**src/rtl/errBankPkg.sv**
```systemverilog
package errBankPkg;

  localparam int STATUS_W  = 64;
  localparam int CODE_W    = 16;
  localparam int BIT_VAL   = 63;
  localparam int BIT_OVER  = 62;
  localparam int BIT_UC    = 61;
  localparam int BIT_EN    = 60;
  localparam int BIT_MISCV = 59;
  localparam int BIT_ADDRV = 58;

  typedef enum logic [1:0] {
    SEL_CTL    = 2'd0,
    SEL_STATUS = 2'd1,
    SEL_ADDR   = 2'd2,
    SEL_MISC   = 2'd3
  } regSel_e;

  // strobes from control to datapath
  typedef struct packed {
    logic load;        // report takes the slot
    logic setOver;     // report collided with a valid entry
    logic newEn;       // enabled flag for a loaded entry
    logic swStatusWr;  // software status write accepted
    logic swCtlWr;     // software control write
    logic swAddrClr;   // software address clear accepted
    logic swMiscClr;   // software misc clear accepted
  } ctrlStrb_t;

endpackage

```
**src/rtl/errClrReg.sv**
```systemverilog
module errClrReg #(
  parameter int W = 48
) (
  input  logic         clk,
  input  logic         rst,
  input  logic         load,
  input  logic         loadValid,
  input  logic [W-1:0] loadData,
  input  logic         clr,
  output logic [W-1:0] q
);

  always_ff @(posedge clk) begin
    if (rst)        q <= '0;
    else if (load)  q <= loadValid ? loadData : '0;
    else if (clr)   q <= '0;
  end


  clr_only_chk: assert property (@(posedge clk) disable iff (rst)
    !load |=> (q == $past(q)) || (q == '0));

endmodule

```
**src/rtl/errBankCtrl.sv**
```systemverilog
module errBankCtrl
  import errBankPkg::*;
#(
  parameter int NUM_SRC = 8,
  parameter int SRC_W   = 3
) (
  input  logic               clk,
  input  logic               rst,
  input  logic               evValid,
  input  logic [SRC_W-1:0]   evSrc,
  input  logic               evUncorr,
  input  logic [NUM_SRC-1:0] ctlBits,
  input  logic               storedVal,
  input  logic               storedUc,
  input  logic               storedEn,
  input  logic               regWrEn,
  input  regSel_e            regSel,
  input  logic [63:0]        regWrData,
  output ctrlStrb_t          strb,
  output logic               faultPulse
);

  logic newEn, winNew, zeroData, wrAddr, wrMisc, illegal;

  always_comb begin
    newEn = 1'b0;
    for (int i = 0; i < NUM_SRC; i++)
      if (int'(evSrc) == i) newEn = ctlBits[i];
  end

  // severity policy: stored uncorrected is final; otherwise the newcomer
  // wins by being uncorrected, or enabled against a disabled entry
  assign winNew   = !storedUc && (evUncorr || (newEn && !storedEn));
  assign zeroData = (regWrData == '0);
  assign wrAddr   = regWrEn && (regSel == SEL_ADDR);
  assign wrMisc   = regWrEn && (regSel == SEL_MISC);
  assign illegal  = (wrAddr || wrMisc) && !zeroData;

  always_comb begin
    strb            = '0;
    strb.load       = evValid && (!storedVal || winNew);
    strb.setOver    = evValid && storedVal;
    strb.newEn      = newEn;
    strb.swStatusWr = regWrEn && (regSel == SEL_STATUS) && !evValid;
    strb.swCtlWr    = regWrEn && (regSel == SEL_CTL);
    strb.swAddrClr  = wrAddr && zeroData && !strb.load;
    strb.swMiscClr  = wrMisc && zeroData && !strb.load;
  end

  always_ff @(posedge clk) begin
    if (rst) faultPulse <= 1'b0;
    else     faultPulse <= illegal;
  end

endmodule

```
**src/rtl/errBankData.sv**
```systemverilog
module errBankData
  import errBankPkg::*;
#(
  parameter int NUM_SRC = 8,
  parameter int ADDR_W  = 48,
  parameter int MISC_W  = 32
) (
  input  logic               clk,
  input  logic               rst,
  input  ctrlStrb_t          strb,
  input  logic               evUncorr,
  input  logic               evAddrValid,
  input  logic               evMiscValid,
  input  logic [ADDR_W-1:0]  evAddr,
  input  logic [MISC_W-1:0]  evMisc,
  input  logic [CODE_W-1:0]  evCode,
  input  regSel_e            regSel,
  input  logic [63:0]        regWrData,
  output logic [63:0]        regRdData,
  output logic [63:0]        statusWord,
  output logic [NUM_SRC-1:0] ctlBits
);

  localparam int GAP_W = BIT_ADDRV - CODE_W;

  logic [63:0]       statusReg;
  logic [63:0]       newWord;
  logic [ADDR_W-1:0] addrReg;
  logic [MISC_W-1:0] miscReg;

  assign newWord = {1'b1, statusReg[BIT_OVER] | strb.setOver, evUncorr,
                    strb.newEn, evMiscValid, evAddrValid,
                    {GAP_W{1'b0}}, evCode};

  always_ff @(posedge clk) begin
    if (rst)                  statusReg <= '0;
    else if (strb.load)       statusReg <= newWord;
    else if (strb.setOver)    statusReg[BIT_OVER] <= 1'b1;
    else if (strb.swStatusWr) statusReg <= regWrData;
  end

  always_ff @(posedge clk) begin
    if (rst)               ctlBits <= '0;
    else if (strb.swCtlWr) ctlBits <= regWrData[NUM_SRC-1:0];
  end

  errClrReg #(.W(ADDR_W)) u_addr (
    .clk(clk), .rst(rst), .load(strb.load), .loadValid(evAddrValid),
    .loadData(evAddr), .clr(strb.swAddrClr), .q(addrReg));

  errClrReg #(.W(MISC_W)) u_misc (
    .clk(clk), .rst(rst), .load(strb.load), .loadValid(evMiscValid),
    .loadData(evMisc), .clr(strb.swMiscClr), .q(miscReg));

  assign statusWord = statusReg;

  always_comb begin
    regRdData = '0;
    case (regSel)
      SEL_CTL:    regRdData[NUM_SRC-1:0] = ctlBits;
      SEL_STATUS: regRdData              = statusReg;
      SEL_ADDR:   regRdData[ADDR_W-1:0]  = addrReg;
      SEL_MISC:   regRdData[MISC_W-1:0]  = miscReg;
      default:    regRdData              = '0;
    endcase
  end


  sw_status_chk: assert property (@(posedge clk) disable iff (rst)
    strb.swStatusWr |=> statusReg == $past(regWrData));


  over_sticky_chk: assert property (@(posedge clk) disable iff (rst)
    statusReg[BIT_OVER] && !strb.swStatusWr |=> statusReg[BIT_OVER]);

endmodule

```
**src/rtl/errStatusBank.sv**
```systemverilog
module errStatusBank
  import errBankPkg::*;
#(
  parameter int NUM_SRC = 8,
  parameter int ADDR_W  = 48,
  parameter int MISC_W  = 32,
  localparam int SRC_W  = (NUM_SRC > 1) ? $clog2(NUM_SRC) : 1
) (
  input  logic              clk,
  input  logic              rst,
  input  logic              evValid,
  input  logic [SRC_W-1:0]  evSrc,
  input  logic              evUncorr,
  input  logic              evAddrValid,
  input  logic              evMiscValid,
  input  logic [ADDR_W-1:0] evAddr,
  input  logic [MISC_W-1:0] evMisc,
  input  logic [15:0]       evCode,
  input  logic [1:0]        regSel,
  input  logic              regWrEn,
  input  logic [63:0]       regWrData,
  output logic [63:0]       regRdData,
  output logic              faultPulse
);

  ctrlStrb_t          strb;
  logic [63:0]        statusWord;
  logic [NUM_SRC-1:0] ctlBits;
  regSel_e            selE;

  assign selE = regSel_e'(regSel);

  errBankCtrl #(.NUM_SRC(NUM_SRC), .SRC_W(SRC_W)) u_ctrl (
    .clk(clk), .rst(rst), .evValid(evValid), .evSrc(evSrc),
    .evUncorr(evUncorr), .ctlBits(ctlBits),
    .storedVal(statusWord[BIT_VAL]), .storedUc(statusWord[BIT_UC]),
    .storedEn(statusWord[BIT_EN]), .regWrEn(regWrEn), .regSel(selE),
    .regWrData(regWrData), .strb(strb), .faultPulse(faultPulse));

  errBankData #(.NUM_SRC(NUM_SRC), .ADDR_W(ADDR_W), .MISC_W(MISC_W)) u_data (
    .clk(clk), .rst(rst), .strb(strb), .evUncorr(evUncorr),
    .evAddrValid(evAddrValid), .evMiscValid(evMiscValid),
    .evAddr(evAddr), .evMisc(evMisc), .evCode(evCode), .regSel(selE),
    .regWrData(regWrData), .regRdData(regRdData),
    .statusWord(statusWord), .ctlBits(ctlBits));


  val_set_chk: assert property (@(posedge clk) disable iff (rst)
    evValid |=> statusWord[BIT_VAL]);


  uc_keep_chk: assert property (@(posedge clk) disable iff (rst)
    evValid && evUncorr && statusWord[BIT_VAL] && statusWord[BIT_UC]
    |=> statusWord[BIT_UC] && (statusWord[15:0] == $past(statusWord[15:0])));

endmodule

```
**config.mk**
```make
export PLATFORM = sky130hd
export DESIGN_NAME = errStatusBank
export DESIGN_NICKNAME = d
export VERILOG_FILES = /design/src/rtl/errBankPkg.sv /design/src/rtl/errClrReg.sv /design/src/rtl/errBankCtrl.sv /design/src/rtl/errBankData.sv /design/src/rtl/errStatusBank.sv
export SDC_FILE = /design/constraint.sdc
export NUM_CORES = 1
export LEC_CHECK = 0
export BUFFER_PORTS_ARGS = -buffer_cell sky130_fd_sc_hd__buf_4
export CELL_PAD_IN_SITES_DETAIL_PLACEMENT = 1
export CELL_PAD_IN_SITES_GLOBAL_PLACEMENT = 2
export CORE_MARGIN = 5
export CORE_UTILIZATION = 31
export DETAILED_ROUTE_END_ITERATION = 8
export GPL_TIMING_DRIVEN = 0
export PLACE_DENSITY = 0.95
export SLEW_MARGIN = 5
export SYNTH_ARGS = -nofsm -noshare
export SYNTH_HDL_FRONTEND = slang
export SYNTH_SLANG_ARGS = --single-unit
```
**constraint.sdc**
```tcl
create_clock -name clk -period 2.6 [get_ports clk]
set_input_delay 0.26 -clock clk [delete_from_list [all_inputs] [get_ports clk]]
set_output_delay 0.26 -clock clk [all_outputs]
set_load 0.05 [all_outputs]
```
After elaboration in Yosys (flattened, before gate mapping)
Index checks and enable logic that the tools add are counted. W data, S select, Z words.

Output and inout bits: 65. Word-level logic and storage cells: 76. Input port bits: 172. Flip-flop bits (word level): 153.

Mux-type cells: 23. Equal/unequal tests: 11. Reduce and logical (&&, ||, !) cells: 33. Bitwise operators: 2.

Operators with widths (number): $mux W48 (3); $mux W64 (2); $mux W32 (3); $pmux W24 S3 (1); $logic_not A64 Y1 (1); $mux W62 (1); $pmux W16 S2 (1); $pmux W8 S4 (1); $mux W16 (1); $logic_and A1 B1 Y1 (14); $eq A3 B3 Y1 const B (4); $mux W1 (10); $eq A3 B2 Y1 const B (2); $logic_not A1 Y1 (6); $reduce_bool A2 Y1 (3); $eq A2 B2 Y1 const B (2); $reduce_and A2 Y1 (2); $eq A3 B1 Y1 const B (1); $logic_not A3 Y1 (1); $logic_or A1 B1 Y1 (3); $reduce_bool A3 Y1 (1); $eq A2 B1 Y1 const B (1); $logic_not A2 Y1 (1); $ne A2 B2 Y1 const B (1); 3 further kinds (3).

Logic depth before layout (Yosys ltp)
Depth in word-level cells: 18. Mapped depth: 8.

Modules after synthesis
A second synthesis with hierarchy kept.

Cells, all modules: 891. Area, all modules: 7587.3 µm².

By module, submodules not included: errBankData (times used 1, seq. area each 1441.4 µm², cells each 480, area each 3911.3 µm²); errClrReg (u_data.u_addr) (times used 1, seq. area each 960.9 µm², cells each 217, area each 1990.7 µm²); errClrReg (u_data.u_misc) (times used 1, seq. area each 640.6 µm², cells each 144, area each 1335.0 µm²); errBankCtrl (times used 1, seq. area each 20.0 µm², cells each 50, area each 350.3 µm²).

Least setup slack after synthesis
OpenSTA, ideal clock, no wires.

Kind: input port to output port. From: input port regSel[0]. To: output port regRdData[0]. Required time: 2340 ps. Cell stages on the path: 6. Data arrival time: 2029 ps. Slack: 311 ps. Cell sequence: inv_1 ha_1 clkbuf_1 clkbuf_1 a222oi_1 mux2i_1.

Word-level cells in the longest chain between the ends: 2.

RTL lines: from (decl) (RTL line errStatusBank.sv:19) `input logic [1:0] regSel,`; $eq A2 B2 Y1 (tied with other cells) (RTL line errBankData.sv:59) `case (regSel)`; $pmux W8 S4 (*) (RTL line errBankData.sv:59); to (decl) (RTL line errStatusBank.sv:22) `output logic [63:0] regRdData,`.

Every way passes the cells marked *; elsewhere a longest branch is shown, timed or not.

Worst setup path in the final report
From: input port regWrData[53]. To: register u_data.u_misc.q[30].

Word-level cells in the longest chain between the ends: 4.

RTL lines: from (decl) (RTL line errStatusBank.sv:21) `input logic [63:0] regWrData,`; $logic_not A64 Y1 (RTL line errBankCtrl.sv:34) `assign zeroData = (regWrData == '0);`; $logic_and A1 B1 Y1 (2 in a row) (RTL line errBankCtrl.sv:47) `strb.swMiscClr = wrMisc && zeroData && !strb.load;`; $reduce_bool A2 Y1 (no source line); to (signal assigned) (RTL line errClrReg.sv:15) `else if (load) q <= loadValid ? loadData : '0;`; to (decl) (RTL line errClrReg.sv:10) `output logic [W-1:0] q`.

Every way passes these cells. A chain may end at the register's enable or synchronous reset.

==> flow_summary_export.csv <==
group,metric,value,unit
run_status,status,"completed",
yosys,synth_area,7320,µm²
route,dr.pass1.iters,9,
route,post_drt_via_cell_ratio,5.670,
min_path,hp-class,"in2reg",
die,start_util,31.37,%
timing,setup_ws,0.03007,ns
worst_setup_path,r2r_end,"u_data.statusWord[11]$_SDFFE_PP0P_",
power,vdd_drop_max,349.6,µV
route,drt_iter0_markers,629,
job,max_cap_violations,0,
yosys,syn-instance-count,879,
route,num_vias,8306,
global_route,grt_pass1_wl,49.05,mm
timing,max_freq,0.3891,GHz
timing,worst_pin_slew,1.171,ns
power,power.density,612.1,nW/µm²
clocking,htree_levels,4,
clocking,cts_buffers,17,
worst_setup_path,required,2.87,ns
layout,fin_util,43.25,%
timing,maxSlewHeadroom,21.21,%
layout,layout-drive-gt1-share,27.07,%
placement,dp_hpwl,25.77,mm
yosys,synthTopCellsByArea,"dfxtp_1 42%, nand3_1 12%, o32ai_1 9.6%",
yosys,syn_area_per_cell,8.327,µm²
layout,final_nets,1309,
worst_setup_path,critPathMaxFanout,10,
yosys,synth_top_area_share,41.85,%
timing,fin_crit,2.570,ns
die,placementRows,56,
worst_setup_path,rr_worst_depth,8,
clocking,clockRootBuffer,"clkbuf_16",
layout,fill_cells,2840,
die,die_w,163.7,µm
placement,port_buffers,234,
placement,place_congestion,0.8466,
clocking,numClockSinks,153,
timing,period_share,98.84,%
global_route,grt_start_max_net_pins,17,
worst_setup_path,path_buf_inv,3,
timing,finalMaxSlewViolations,0,
worst_setup_path,critPathSlowestCell,"nor4_1",
placement,pre_cts_ws,-0.2310,ns
worst_setup_path,path_delay_family,"simple AND/OR/NAND/NOR gates",
worst_setup_path,reg2reg_from,"u_data.statusWord[63]$_SDFFE_PP0P_",
global_route,grt_pass1_vias,8627,
yosys,syn_nets,1056,
min_path,worstHoldEndpoint,"u_data.statusWord[23]$_SDFFE_PP0P_",
yosys,synth_warnings,0,
yosys,ys_seq_area_share,41.85,%
timing,setup_viol,0,
route,wire_per_inst,22.64,µm
die,die_y,163.7,µm
worst_setup_path,crit_path_start,"regWrData[53]",
clocking,clockBufferDepth,2,
worst_setup_path,max_stage_delay,0.99,ns
yosys,yosysUniqueCellTypes,37,
timing,fin_hold_ws,0.09285,ns
clocking,cts_tree,"built",
clocking,post_cts_buffers,0,
worst_setup_path,worst-setup-path-type,"in2reg",
route,ant_nets,0,
layout,mostFrequentLayoutCell,"buf_4",
timing,rsz0062_at_grt,"false",
worst_setup_path,path_cells,"buf_4 -> nor4_1 -> and4_1 -> and4_1 -> clkbuf_1 -> buf_4 -> o32ai_1",
route,drc_errors,0,
layout,syn2layout_area_growth,37.88,%
timing,tns,0,ns
timing,hold_viol,0,
worst_setup_path,crit_path_start_kind,"primary input",
power,power_leakage,0.003703,µW
clocking,holdBufCountCts,0,
global_route,track_usage,23.86,%
die,pin_count,237,
clocking,worstSkewPairLatency,0.43,ns
route,drt_wl_total,33.17,mm
yosys,yosys_register_bits,153,
layout,final_cell_mix,"247 x buf_4, 170 x nand3_1, 153 x dfxtp_1",
min_path,min_delay_path_depth,3,
die,dieArea,26780,µm²
worst_setup_path,rrSetupSlack,0.29,ns
global_route,overflow,0,
worst_setup_path,arrival,2.84,ns
global_route,antenna_found_initial,1,
clocking,path_clk_slew,0.07,ns
min_path,worstHoldStart,"regWrData[23]",
timing,fin_skew,0.009827,ns
yosys,synth_top_cell_by_area,"dfxtp_1",
worst_setup_path,endpoint_kind,"flop",
die,fp.coreArea,23330,µm²
## flip-flops by register name, summed over array words and instances (netlist names)
name and cells:
u_ctrl.faultPulse 1, u_data.statusWord 64, u_data.u_addr.q 48, u_data.ctlBits 8, u_data.u_misc.q 32
## cells by family (layout without fill, tap and decap cells)
kind of cell               Yosys count  in the layout  share of synthesized area, %
and+or+nand+nor                    362            362                         23.81
AOI/OAI and AO/OA                  229            229                         24.77
DFF                                153            153                         41.85
buffers and inverters              118            384                         7.009
muxes                               12             12                         1.709
adders and majority gates            5              5                        0.8547
other                                0              1                             0
## power by group
group          total [µW]  internal (µW)  leakage, µW  switching (µW)
sequential           2520           2450      0.00125            69.7
clock                2580           1550     0.000296            1030
combinational        1070            408      0.00216             664
total                6180           4410      0.00370            1770
## layout make-up
cell class	count	area, µm²	area share [%]
Timing Repair Buffer	234	1757	17.41
Buffer	106	473.0	4.686
Multi-Input combinational cell	608	3744	37.09
Tap cell	319	399.1	3.955
Clock inverter	9	111.4	1.103
Sequential cell	153	3063	30.35
Antenna cell	1	2.502	0.02480
Inverter	12	45.04	0.4463
Clock buffer	23	498.0	4.934
## per-layer routing
layer | GRT usage, % | vias to the layer above | wire, µm
met4 | 8.311 | 0 | 884
met1 | 31.11 | 4077 | 14470
met3 | 5.122 | 56 | 2219
met2 | 39.08 | 332 | 15600
met5 | 0 | - | 0
li1 | - | 3841 | -
## synthesized netlist by cell type, drive strengths merged
cell type  number
nor4           16
o2bb2ai        18
ha              5
or2             2
o22ai           4
a21oi          53
nor2           30
and2           16
nand3         170
a222oi         32
a22oi          34
clkbuf         74
and4            3
buf            32
o211ai          1
nand2b          2
nand2         100
o32ai          80
nand4           3
inv            12
nor3            3
mux2i           8
a32oi           1
nor2b          17
o311ai          1
mux2            4
o31ai           1
a211oi          1
o21a            1
a31oi           1
o21ai           1
dfxtp         153
## how the worst max path moves through the flow
stage	slack, ns	depth (start not counted)	to
after floorplan	0.31	6	regRdData[0]
after global placement	-0.21	7	u_data.u_misc.q[29]$_SDFFE_PP0P_
after detailed placement	-0.23	7	u_data.u_misc.q[30]$_SDFFE_PP0P_
after CTS	0.08	8	regRdData[0]
after global routing	0.06	8	regRdData[18]
final	0.03	7	u_data.u_misc.q[30]$_SDFFE_PP0P_
## tightest hold or removal path, delay by kind of cell
| family | cells | cell delay [ns] |
|---|---|---|
| compound gates | 1 | 0.05 |
| buf+inv | 1 | 0.11 |
| simple gates | 1 | 0.05 |
## through the flow
stage                     area (µm²)  instances  total power, µW
after floorplan                 7320        879             3116
after global placement          9475       1432             3618
after detailed placement        9475       1432             3636
after CTS                      10090       1464             6188
after global routing           10090       1465             6385
final                          10090       1465             6177
## repair_timing
item / CTS / global route
gates resized for setup: 2 / 3
pin swaps: 0 / 0
setup endpoints to repair: 7 / 6
Power figures use the tool's default switching activity.
